`config.mk`:
```
export PLATFORM = sky130hd
export DESIGN_NAME = intc_cascade_top
export DESIGN_NICKNAME = d
export VERILOG_FILES = /design/src/rtl/intc_pkg.sv /design/src/rtl/intc_status_bank.sv /design/src/rtl/intc_regif.sv /design/src/rtl/intc_cascade_top.sv
export SDC_FILE = /design/constraint.sdc
export NUM_CORES = 1
export LEC_CHECK = 0
export CAP_MARGIN = 15
export CORE_MARGIN = 4
export CORE_UTILIZATION = 56
export DETAILED_ROUTE_END_ITERATION = 10
export PLACE_DENSITY = 0.86
export SLEW_MARGIN = 10
export SYNTH_ARGS = -nofsm -noshare
export SYNTH_HDL_FRONTEND = slang
export SYNTH_SLANG_ARGS = --single-unit
```
`constraint.sdc`:
```
create_clock -name clk -period 11.9 [get_ports clk]
set_input_delay 3.57 -clock clk [delete_from_list [all_inputs] [get_ports clk]]
set_output_delay 3.57 -clock clk [all_outputs]
set_load 0.02 [all_outputs]
```
`src/rtl/intc_pkg.sv`:
```
package intc_pkg;

  localparam logic [15:0] OFS_STAT_LO  = 16'h0080;
  localparam logic [15:0] OFS_SEC_STAT = 16'h0088;
  localparam logic [15:0] OFS_MASK_LO  = 16'h008C;
  localparam logic [15:0] OFS_SEC_MASK = 16'h0094;
  localparam logic [15:0] OFS_STAT_HI  = 16'h00A0;
  localparam logic [15:0] OFS_MASK_HI  = 16'h00A6;
  localparam logic [15:0] OFS_SEC_COPY = 16'h0108;

  typedef enum logic [2:0] {
    SEL_NONE,
    SEL_STAT_LO,
    SEL_MASK_LO,
    SEL_STAT_HI,
    SEL_MASK_HI,
    SEL_SEC_STAT,
    SEL_SEC_MASK
  } reg_sel_e;

  // Map a byte offset onto a register selector; unknown offsets select nothing.
  function automatic reg_sel_e decode_offset(input logic [15:0] ofs);
    reg_sel_e sel;
    unique case (ofs)
      OFS_STAT_LO:               sel = SEL_STAT_LO;
      OFS_MASK_LO:               sel = SEL_MASK_LO;
      OFS_STAT_HI:               sel = SEL_STAT_HI;
      OFS_MASK_HI:               sel = SEL_MASK_HI;
      OFS_SEC_STAT, OFS_SEC_COPY: sel = SEL_SEC_STAT;
      OFS_SEC_MASK:              sel = SEL_SEC_MASK;
      default:                   sel = SEL_NONE;
    endcase
    return sel;
  endfunction

  // True when any pending bit is also enabled.
  function automatic logic any_enabled(input logic [31:0] pend, input logic [31:0] ena);
    return |(pend & ena);
  endfunction

  // Next status: a rising line sets, a low line clears, a write clears steady-high bits.
  function automatic logic [31:0] next_status(input logic [31:0] cur,
                                              input logic [31:0] rise,
                                              input logic [31:0] low,
                                              input logic [31:0] wclr);
    return (cur & ~low & ~wclr) | rise;
  endfunction

endpackage

```
`src/rtl/intc_status_bank.sv`:
```
module intc_status_bank
  import intc_pkg::*;
#(
  parameter int WIDTH = 16
) (
  input  logic             clk,
  input  logic             rst_n,
  input  logic [WIDTH-1:0] line_i,
  input  logic             wclr_en_i,
  input  logic [WIDTH-1:0] wclr_i,
  output logic [WIDTH-1:0] stat_o
);

  logic [WIDTH-1:0] stat_q;
  logic [WIDTH-1:0] prev_q;
  logic [WIDTH-1:0] rise_w;
  logic [WIDTH-1:0] low_w;
  logic [WIDTH-1:0] clr_w;
  logic [31:0]      next_w;

  assign rise_w = line_i & ~prev_q;
  assign low_w  = ~line_i;
  assign clr_w  = wclr_en_i ? wclr_i : '0;
  assign next_w = next_status(32'(stat_q), 32'(rise_w), 32'(low_w), 32'(clr_w));

  always_ff @(posedge clk) begin
    if (!rst_n) begin
      stat_q <= '0;
      prev_q <= '0;
    end else begin
      stat_q <= next_w[WIDTH-1:0];
      prev_q <= line_i;
    end
  end

  assign stat_o = stat_q;

  // a fresh rising edge always lands in the status register
  p_rise_sets_r9: assert property (@(posedge clk) disable iff (!rst_n)
    (rise_w != '0) |=> ((stat_q & $past(rise_w)) == $past(rise_w)));

  // a line that was low leaves no status bit behind
  p_low_clears_r8: assert property (@(posedge clk) disable iff (!rst_n)
    (low_w != '0) |=> ((stat_q & $past(low_w)) == '0));

  // rising edge beats a same-cycle clearing write
  p_rise_beats_clear_r10: assert property (@(posedge clk) disable iff (!rst_n)
    (wclr_en_i && ((wclr_i & rise_w) != '0))
      |=> ((stat_q & $past(wclr_i & rise_w)) == $past(wclr_i & rise_w)));

  // written ones drop every bit that did not just rise
  p_write_clears_r4: assert property (@(posedge clk) disable iff (!rst_n)
    wclr_en_i |=> ((stat_q & $past(wclr_i & ~rise_w)) == '0));

endmodule

```
`src/rtl/intc_regif.sv`:
```
module intc_regif
  import intc_pkg::*;
#(
  parameter int ADDR_W = 9,
  parameter int DATA_W = 32,
  parameter int STAT_W = 16,
  parameter int SEC_W  = 32
) (
  input  logic              clk,
  input  logic              rst_n,
  input  logic              bus_en_i,
  input  logic              bus_we_i,
  input  logic [ADDR_W-1:0] bus_addr_i,
  input  logic [DATA_W-1:0] bus_wdata_i,
  input  logic [STAT_W-1:0] stat_lo_i,
  input  logic [STAT_W-1:0] stat_hi_i,
  input  logic [SEC_W-1:0]  sec_stat_i,
  output logic [STAT_W-1:0] mask_lo_o,
  output logic [STAT_W-1:0] mask_hi_o,
  output logic [SEC_W-1:0]  sec_mask_o,
  output logic              clr_lo_o,
  output logic              clr_hi_o,
  output logic              clr_sec_o,
  output logic [DATA_W-1:0] rdata_o
);

  reg_sel_e          sel_w;
  logic              wr_w;
  logic              rd_w;
  logic [STAT_W-1:0] mask_lo_q;
  logic [STAT_W-1:0] mask_hi_q;
  logic [SEC_W-1:0]  sec_mask_q;

  assign sel_w = decode_offset(16'(bus_addr_i));
  assign wr_w  = bus_en_i & bus_we_i;
  assign rd_w  = bus_en_i & ~bus_we_i;

  always_ff @(posedge clk) begin
    if (!rst_n) begin
      mask_lo_q  <= '0;
      mask_hi_q  <= '0;
      sec_mask_q <= '0;
    end else if (wr_w) begin
      if (sel_w == SEL_MASK_LO)  mask_lo_q  <= bus_wdata_i[STAT_W-1:0];
      if (sel_w == SEL_MASK_HI)  mask_hi_q  <= bus_wdata_i[STAT_W-1:0];
      if (sel_w == SEL_SEC_MASK) sec_mask_q <= bus_wdata_i[SEC_W-1:0];
    end
  end

  assign clr_lo_o  = wr_w && (sel_w == SEL_STAT_LO);
  assign clr_hi_o  = wr_w && (sel_w == SEL_STAT_HI);
  assign clr_sec_o = wr_w && (sel_w == SEL_SEC_STAT);

  assign mask_lo_o  = mask_lo_q;
  assign mask_hi_o  = mask_hi_q;
  assign sec_mask_o = sec_mask_q;

  always_comb begin
    rdata_o = '0;
    if (rd_w) begin
      unique case (sel_w)
        SEL_STAT_LO:  rdata_o[STAT_W-1:0] = stat_lo_i;
        SEL_MASK_LO:  rdata_o[STAT_W-1:0] = mask_lo_q;
        SEL_STAT_HI:  rdata_o[STAT_W-1:0] = stat_hi_i;
        SEL_MASK_HI:  rdata_o[STAT_W-1:0] = mask_hi_q;
        SEL_SEC_STAT: rdata_o[SEC_W-1:0]  = sec_stat_i;
        SEL_SEC_MASK: rdata_o[SEC_W-1:0]  = sec_mask_q;
        default:      rdata_o = '0;
      endcase
    end
  end

  // low mask takes exactly the low data bits of its write
  p_mask_load_r5: assert property (@(posedge clk) disable iff (!rst_n)
    (wr_w && (sel_w == SEL_MASK_LO)) |=> (mask_lo_q == $past(bus_wdata_i[STAT_W-1:0])));

  // no read in progress means a quiet read bus
  p_idle_rdata_r3: assert property (@(posedge clk) disable iff (!rst_n)
    !rd_w |-> (rdata_o == '0));

endmodule

```
`src/rtl/intc_cascade_top.sv`:
```
module intc_cascade_top
  import intc_pkg::*;
#(
  parameter int PRI_LINES    = 26,
  parameter int SEC_LINES    = 32,
  parameter int STAT_W       = 16,
  parameter int ADDR_W       = 9,
  parameter int DATA_W       = 32,
  parameter int CASCADE_LINE = 8
) (
  input  logic                 clk,
  input  logic                 rst_n,
  input  logic [PRI_LINES-1:0] pri_line_i,
  input  logic [SEC_LINES-1:0] sec_line_i,
  input  logic                 bus_en_i,
  input  logic                 bus_we_i,
  input  logic [ADDR_W-1:0]    bus_addr_i,
  input  logic [DATA_W-1:0]    bus_wdata_i,
  output logic [DATA_W-1:0]    bus_rdata_o,
  output logic                 cpu_irq_o,
  output logic                 sec_irq_o
);

  localparam int NUM_BANKS = 2;
  localparam int WIDE_W    = NUM_BANKS * STAT_W;

  logic [PRI_LINES-1:0] pri_eff_w;
  logic [WIDE_W-1:0]    pri_wide_w;
  logic [WIDE_W-1:0]    stat_wide_w;
  logic [NUM_BANKS-1:0] clr_bank_w;
  logic [STAT_W-1:0]    mask_lo_w;
  logic [STAT_W-1:0]    mask_hi_w;
  logic [SEC_LINES-1:0] sec_stat_w;
  logic [SEC_LINES-1:0] sec_mask_w;
  logic                 clr_sec_w;
  logic                 sec_sum_w;

  // Secondary group summary and its cascade into the designated primary line
  assign sec_sum_w = any_enabled(32'(sec_stat_w), 32'(sec_mask_w));

  always_comb begin
    pri_eff_w = pri_line_i;
    pri_eff_w[CASCADE_LINE] = pri_line_i[CASCADE_LINE] | sec_sum_w;
    pri_wide_w = '0;
    pri_wide_w[PRI_LINES-1:0] = pri_eff_w;
  end

  intc_regif #(
    .ADDR_W (ADDR_W),
    .DATA_W (DATA_W),
    .STAT_W (STAT_W),
    .SEC_W  (SEC_LINES)
  ) u_regif (
    .clk         (clk),
    .rst_n       (rst_n),
    .bus_en_i    (bus_en_i),
    .bus_we_i    (bus_we_i),
    .bus_addr_i  (bus_addr_i),
    .bus_wdata_i (bus_wdata_i),
    .stat_lo_i   (stat_wide_w[STAT_W-1:0]),
    .stat_hi_i   (stat_wide_w[WIDE_W-1:STAT_W]),
    .sec_stat_i  (sec_stat_w),
    .mask_lo_o   (mask_lo_w),
    .mask_hi_o   (mask_hi_w),
    .sec_mask_o  (sec_mask_w),
    .clr_lo_o    (clr_bank_w[0]),
    .clr_hi_o    (clr_bank_w[1]),
    .clr_sec_o   (clr_sec_w),
    .rdata_o     (bus_rdata_o)
  );

  // One status bank per primary word
  for (genvar b = 0; b < NUM_BANKS; b++) begin : g_pri_bank
    intc_status_bank #(.WIDTH(STAT_W)) u_bank (
      .clk       (clk),
      .rst_n     (rst_n),
      .line_i    (pri_wide_w[b*STAT_W +: STAT_W]),
      .wclr_en_i (clr_bank_w[b]),
      .wclr_i    (bus_wdata_i[STAT_W-1:0]),
      .stat_o    (stat_wide_w[b*STAT_W +: STAT_W])
    );
  end

  intc_status_bank #(.WIDTH(SEC_LINES)) u_sec_bank (
    .clk       (clk),
    .rst_n     (rst_n),
    .line_i    (sec_line_i),
    .wclr_en_i (clr_sec_w),
    .wclr_i    (bus_wdata_i[SEC_LINES-1:0]),
    .stat_o    (sec_stat_w)
  );

  assign cpu_irq_o = any_enabled(32'(stat_wide_w[STAT_W-1:0]), 32'(mask_lo_w)) |
                     any_enabled(32'(stat_wide_w[WIDE_W-1:STAT_W]), 32'(mask_hi_w));
  assign sec_irq_o = sec_sum_w;

  // with both primary masks clear the processor request stays low
  p_masked_quiet_r6: assert property (@(posedge clk) disable iff (!rst_n)
    ((mask_lo_w == '0) && (mask_hi_w == '0)) |-> !cpu_irq_o);

  // with the secondary mask clear the summary stays low
  p_sec_quiet_r7: assert property (@(posedge clk) disable iff (!rst_n)
    (sec_mask_w == '0) |-> !sec_irq_o);

  // a new secondary summary reaches the designated primary status bit
  p_cascade_feed_r7: assert property (@(posedge clk) disable iff (!rst_n)
    (sec_irq_o && !$past(pri_eff_w[CASCADE_LINE])) |=> stat_wide_w[CASCADE_LINE]);

  // the high word never shows bits above the last primary line
  p_hi_unused_zero_r2: assert property (@(posedge clk) disable iff (!rst_n)
    stat_wide_w[WIDE_W-1:PRI_LINES] == '0);

endmodule

```
# == Word-level counts from Yosys, hierarchy flattened ==
# Index checks and enable logic that the tools add are counted.
# op_classes
n_eq_ne,13
reduce_logical,10
bitwise_logic,32
n_mux,7
# op_table
op,count
32-bit bitwise AND,4
32-bit NOT,4
16-bit bitwise AND,7
16-bit NOT,7
16-bit one-hot mux with 6 select lines,1
32-bit OR reduction,3
32-bit 2-to-1 mux,2
"9-bit by 8-bit == test with 1-bit output, second input constant",6
16-bit 2-to-1 mux,2
16-bit bitwise OR,2
32-bit bitwise OR,1
16-bit one-hot mux with 2 select lines,1
3-bit one-hot mux with 6 select lines,1
10-bit by 16-bit bitwise AND with 16-bit output,1
10-bit NOT with 16-bit output,1
"3-bit == test, second input constant",3
"9-bit == test, second input constant",1
"3-bit by 2-bit == test with 1-bit output, second input constant",2
2-bit AND reduction,3
"3-bit by 1-bit == test with 1-bit output, second input constant",1
1-bit logical AND,3
1-bit bitwise AND,2
1-bit bitwise OR,2
2-bit OR reduction,1
1-bit NOT,1
# totals
regBits,192
output_inout_bits,34
input_bits,103

# == Longest topological paths before layout ==
# Gate-level depths: netlist of the first run.
# depth
ltp_word,9
mapped_depth,9
depth_no_buf,5

# == Cells and area by module ==
# A second synthesis of the first run with hierarchy kept.
# unflattened
cells_unflattened,753
hier_area_um2,8225.4
# by_module_without_submodules
mod,n_inst,area_each_um2,cells_per_inst,seq_area_each_um2
intc_regif,1,3538.4,377,1281.2
intc_status_bank at u_sec_bank,1,2187.1,166,1281.2
intc_status_bank at g_pri_bank[0].u_bank ...,2,1086.0,83,640.6
intc_cascade_top,1,327.8,44,0.0

# == Least setup slack after synthesis of the first run ==
# No wires, ideal clock.
# synth_timing
path_type,input -> output
startpoint,input port bus_addr_i[2]
endpoint,output port bus_rdata_o[12]
t_arrival_ns,5.506
t_required_ns,8.330
n_path_buf,2
setup_slack_ns,2.824
stages,6
cell_sequence,clkbuf_1 or4_1 nor3_1 clkbuf_1 a22oi_1 a31oi_1
# synth_between
elab_chain_cells,6
elab_cells_between_ends,17
cone_classes,13 x eq/ne; 3 x mux; 1 x reduce/logical
# synth_lines
item,line_no,rtl
"start, declared",intc_cascade_top.sv:17,"input logic [ADDR_W-1:0] bus_addr_i,"
9-bit by 8-bit == test with 1-bit output / 9-bit == test (equally long branches),intc_pkg.sv:24,unique case (ofs)
2-bit OR reduction,intc_pkg.sv:24,
3-bit one-hot mux with 6 select lines *,intc_pkg.sv:24,
"3-bit == test, or another cell as far along",intc_regif.sv:61,unique case (sel_w)
16-bit one-hot mux with 6 select lines *,intc_regif.sv:61,
32-bit 2-to-1 mux *,intc_regif.sv:60,if (rd_w) begin
"end, declared",intc_cascade_top.sv:19,"output logic [DATA_W-1:0] bus_rdata_o,"
# Every way passes the cells marked *; elsewhere a longest branch is shown, timed or not.

# == Final worst setup path of the first run ==
# layout_timing
startpoint,input port bus_addr_i[4]
endpoint,output port bus_rdata_o[6]
# Same word-level chain as after synthesis.

==> results.md, run 1 <==
* # rows at 41
* Vias after detailed routing at 6821
* PortBufs at roughly 140
* Hold wc startpoint: g_pri_bank[1].u_bank.prev_q[0]
* Post-CTS sizing at 0
* Synth cell types at 44
* CTS root buf: clkbuf_16
* Clock Latency Late Sink at 0.43 ns
* Final HPWL DP at 14850 um
* N_diodes at 0
* Final #Nets at 1059
* Ys flop type: dfxtp_1
* Clk slew on worst S/H paths at 0.07 ns
* Post-route cell area at 0.009368 mm^2
* Post-synth EDFFs at 0
* DIE HEIGHT at 121.8 um
* Initial antenna violation count at 0
* Crit-path slowest cell: and3_1
* Least-Margin Pin Slew at 1.262 ns
* Total power after layout at 1327 uW
* WL per Instance at between 15 and 20 um
* Max stage delay on crit path at 1.07 ns
* FFs w/ async S/R, synth at 0%
* Tcrit/Tclk final at 88.00%
* Fin cells at between 1000 and 1500
* Initial Util at a little under three fifths
* Most frequent cells in the layout: nand2_1, dfxtp_1, clkdlybuf4s50_1, a21boi_0
* Synth Net Count at around 940
* Vias in the first global route at 6517
* Filler cell count at 943
* Residual DRC at 0
* WS Path Type: in2out
* Most common cell after layout, fill and taps aside: nand2_1
* Post-Synthesis Cell Area at 0.007258 mm^2
* CP arrival at 6.90 ns
* Core Box Area at 0.01267 mm^2
* Largest net degree at the start of global routing at 124
* CTS Buf Count at 17
* Final RePlAce weighted congestion at approximately 1
* R2R Setup Slk at slightly below 10 ns
* Setup bufs post-CTS at 0
* First-pass GRT wire length at 34240 um
* Worst r2r src: u_sec_bank.stat_o[20]
* Seq cells post-synth at 180
* Area grow syn2layout at 29.06%
* Fin util at roughly three quarters
* Via density at 5.978
* Static leakage at around 0.0032 uW
* Slew Limit Headroom at between 10% and 20%
* Setup TNS at 0 ns
* Clock skew at 0.007326 ns
* GR Overflow Total at 0
* Final ANT Viol Nets at 0
* Post-placement cell count at 1109
* RSZ-0062 raised after global routing: false
* Total global-route track usage at 29.73%
* Detailed-route wire length at 21830 um
* Crit start category: primary input
* Peak VDD IR at 0.1076 mV
* Post-route minimum period at 10.47 ns
* Initial detailed-routing violation count at 980
* Pre-Repair DR Iteration Count at 6
* Status: finished, final reports clean
* Max FO, Critical Path at 27
* Crit end category: primary output
* Warnings from Yosys at 0
* Pwr per Cell Area at about 140 mW/mm^2
* Mean Syn Cell Area at around 8.6 um^2
* Number of max-cap violations at 0
* Share of cells above drive strength 1 at 4.954%
* Most common cell on crit path: clkdlybuf4s50_1
* CTS Buffer Depth at 2
* H-tree levels at 4
* CTS sink cnt at 180
* Worst path required time at 8.33 ns
* Number of I/O pins at 137
* Chip width at 121.8 um
* Die Area at 0.01485 mm^2
* Syn Inst Count at 841
* Hold Violations, Final at 0
* Hold bufs inserted after CTS at 0
* F_max at between 0.09 and 0.1 GHz
* Slew Viols, Final at 0
* CTS tree: yes
* CP cell instances: clkdlybuf4s50_1 -> nor3b_1 -> and3_1 -> a22oi_1 -> a31oi_1 -> clkdlybuf4s50_1
* Worst setup path startpoint: bus_addr_i[4]
* Path type of the worst min-delay path: reg2reg
* Setup violators final at 0
* Seq/Total Area, Yosys at 49.65%
* Placed cell areas at ~0.0087 mm^2
==> routing by layer <==
metal | GRT usage, % | vias to the layer above | part of all wire, %
met1 | 38.00 | 3177 | 39
met3 | 7.382 | 86 | 9.6
met2 | 47.34 | 423 | 47
met4 | 14.15 | 0 | 4.7
met5 | 0 | - | 0
li1 | - | 3135 | -
==> report_power, final <==
| group | leakage (uW) | internal, uW | switching, uW |
|---|---|---|---|
| Clock | 0.000314 | 369 | 235 |
| Sequential | 0.00148 | 624 | 14.9 |
| Combinational | 0.00144 | 47.6 | 36.1 |
==> Yosys cell counts, types with 2 or more instances <==
library cell / instances / area [um^2]
a22o_1: 7 / 61.31
a221oi_1: 15 / 131.4
o2bb2ai_1: 2 / 17.52
a21boi_1: 16 / 120.1
or3_1: 2 / 12.51
a22oi_1: 61 / 457.9
o21a_1: 2 / 15.01
o21ai_0: 15 / 75.07
and3_1: 2 / 12.51
inv_1: 18 / 67.56
a21boi_0: 105 / 788.3
nand3_1: 21 / 105.1
clkbuf_1: 46 / 172.7
a31oi_1: 8 / 50.05
nand2_1: 210 / 788.3
nand4_1: 2 / 12.51
buf_2: 3 / 15.01
nor3_1: 2 / 10.01
and2_1: 61 / 381.6
dfxtp_1: 180 / 3603
nand2b_1: 2 / 12.51
nor2_1: 31 / 116.4
or4_1: 3 / 22.52
a21oi_1: 7 / 35.03
==> area by class of cell <==
type	instances	area, um^2	area share (%)
flip-flops and latches	180	3603	38.47
multi-input cells	593	3407	36.37
repair buffers	146	1431	15.28
clock buffers	21	470.5	5.022
well taps	172	215.2	2.297
clock inverters	11	172.7	1.843
inverters	18	67.56	0.7213
==> cells by family (layout without fill, tap and decap cells) <==
logic type | after synthesis | in the layout | share of synthesized area, %
and+or+nand+nor | 348 | 348 | 21.81
DFF | 180 | 180 | 49.65
muxes | 1 | 1 | 0.1379
buffers and inverters | 68 | 196 | 3.568
xor gates and xnor gates | 1 | 1 | 0.1207
AOI/OAI and AO/OA | 243 | 243 | 24.72
==> state kept, by name, summed over array words and instances (netlist names) <==
register,flops
u_sec_bank.prev_q,32
g_pri_bank.u_bank.prev_q,26
u_regif.mask_hi_o,16
g_pri_bank.u_bank.stat_o,26
u_sec_bank.stat_o,32
u_regif.sec_mask_o,32
u_regif.mask_lo_o,16
==> critical path, delay by kind of cell <==
family / cells / cell delay, ns
simple gates: 2 / 1.50
compound gates: 2 / 0.55
buf+inv: 2 / 1.27
==> worst paths after layout <==
kind,endpoint,cells past startpoint
worst max-delay path,bus_rdata_o[6],6
worst min-delay path,g_pri_bank[1].u_bank.stat_o[0],1
worst max register to register,g_pri_bank[0].u_bank.stat_o[8],5
worst min register to register,g_pri_bank[1].u_bank.stat_o[0],1
==> through the flow <==
stage,setup slack [ns],hold slack [ns]
4_1_cts,1.558,0.4001
3_3_place_gp,1.630,0.3867
2_1_floorplan,2.824,0.3834
3_5_place_dp,1.583,0.3912
5_1_grt,1.352,0.4026
6_report,1.428,0.3982
No activity file was read; power rests on OpenSTA's default activity.
==> inputs of run 2 (changes only) <==
clock period = 13.05 ns   (was 11.9 ns; I/O delays follow)
==> results.md, run 2 (synthesis gave the netlist of run 1 again) <==
* DIE HEIGHT at roughly 120 um
* Clock Latency Late Sink at 0.44 ns
* Pre-Repair DR Iteration Count at 6
* CTS Buffer Depth at 2
* CTS root buf: clkbuf_16
* Setup violators final at 0
* Detailed-route wire length at between 20000 and 25000 um
* N_diodes at 0
* Residual DRC at 0
* Post-route cell area at 0.009288 mm^2
* CTS Buf Count at 17
* Post-route minimum period at 11.06 ns
* Clock skew at about 0.005 ns
* Slew Limit Headroom at 33.30%
* Total global-route track usage at roughly 30%
* Least-Margin Pin Slew at 0.9951 ns
* # rows at 41
* Worst path required time at 9.13 ns
* Final ANT Viol Nets at 0
* Post-placement cell count at roughly 1100
* WS Path Type: in2out
* Setup bufs post-CTS at 0
* Hold bufs inserted after CTS at 0
* Combinational Power Share at 6.6%
* Static leakage at 0.003188 uW
* Sequential share of power at 50.3%
* Status: finished, final reports clean
* First-pass GRT wire length at approximately 34000 um
* Crit end category: primary output
* Initial antenna violation count at 0
* Post-CTS sizing at 0
* Sw Ratio at 22.59%
* Fin cells at ~1100
* Share of power burned in the clock network at a little over two fifths
* Final HPWL DP at 15130 um
* Slew Viols, Final at 0
* Crit start category: primary input
* Final #Nets at 1057
* Via density at 5.954
* Clk slew on worst S/H paths at 0.06 ns
* Tcrit/Tclk final at 84.75%
* CTS tree: yes
* Hold Violations, Final at 0
* Most common cell after layout, fill and taps aside: nand2_1
* Core Box Area at 0.01267 mm^2
* Chip width at 121.8 um
* Pwr per Cell Area at 125.0 mW/mm^2
* CTS sink cnt at 180
* Initial detailed-routing violation count at about 950
* Most frequent cells in the layout: nand2_1, dfxtp_1, clkdlybuf4s50_1, a21boi_0
* Psw at 262.2 uW
* WL per Instance at 19.23 um
* Number of max-cap violations at 0
* Largest net degree at the start of global routing at ~80
* H-tree levels at 4
* Area grow syn2layout at 27.96%
* Final RePlAce weighted congestion at 1.008
* Placed cell areas at 0.008715 mm^2
* GR Overflow Total at 0
* CP arrival at slightly above 7 ns
* Path type of the worst min-delay path: reg2reg
* Vias after detailed routing at 6776
* Peak VDD IR at 0.1118 mV
* Vias in the first global route at 6445
* Number of I/O pins at 137
* RSZ-0062 raised after global routing: false
* Internal power at 898.3 uW
* Initial Util at 57.28%
* F_max at approximately 0.09 GHz
* Max FO, Critical Path at 20
* Min Hold Slack at 0.4014 ns
* PortBufs at approximately 140
* Setup TNS at 0 ns
* Share of cells above drive strength 1 at 4.762%
* Die Area at 0.01485 mm^2
run 2: changes by cell type in the layout (fill, tap and decap cells not counted):
cell        change
buf_4           -2
bufinv_16       -2
clkbuf_8        -2
clkinv_2        +2
clkinv_4        -1
clkinvlp_4      +1
inv_6           +1
nor3_1          -1
nor3_2          +1
run 2: critical path, stage by stage:
cell and delay [ns]:
clkdlybuf4s50_1 0.48, nor4b_2 0.51, and4b_1 0.78, buf_4 0.32
a22oi_1 0.12, a31oi_1 0.34, clkdlybuf4s50_1 0.67
run 2: cell type report:
cell class | count | area, um^2
Multi-Input combinational cell | 593 | 3412
Timing Repair Buffer | 144 | 1416
Tap cell | 172 | 215.2
Fill cell | 975 | 3383
Sequential cell | 180 | 3603
Clock buffer | 19 | 442.9
Clock inverter | 12 | 130.1
Inverter | 18 | 67.56
run 2: worst paths after layout:
kind                                          to  slack [ns]  depth (start not counted)                            from
setup / recovery                  bus_rdata_o[6]        1.99                          7                   bus_addr_i[8]
hold / removal    g_pri_bank[0].u_bank.stat_o[7]        0.40                          1  g_pri_bank[0].u_bank.prev_q[7]
setup reg to reg  g_pri_bank[0].u_bank.stat_o[8]       11.08                          5           u_sec_bank.stat_o[20]
hold reg to reg   g_pri_bank[0].u_bank.stat_o[7]        0.40                          1  g_pri_bank[0].u_bank.prev_q[7]
run 2: power groups by stage:
stage	Sequential (uW)	Combinational, uW	Clock (uW)
2_1_floorplan	589	30.0	0
3_3_place_gp	594	74.0	0
3_5_place_dp	595	75.1	0
4_1_cts	583	76.1	501
5_1_grt	584	82.5	525
6_report	583	76.2	501
run 2: layer usage:
layer	part of all wire, %	track usage [%]
met5	0	0
met4	4.3	15.76
met3	9.2	6.964
met2	46	45.93
met1	41	38.21
run 2: metrics by stage:
stage / utilization [%] / total power [uW] / worst slack [ns]
3_3_place_gp: 68.78 / 668.0 / 2.167
2_1_floorplan: - / 618.6 / 3.284
6_report: 73.30 / 1161 / 1.990
5_1_grt: 73.30 / 1192 / 1.897
4_1_cts: 73.30 / 1160 / 2.096
3_5_place_dp: 68.78 / 669.8 / 2.112
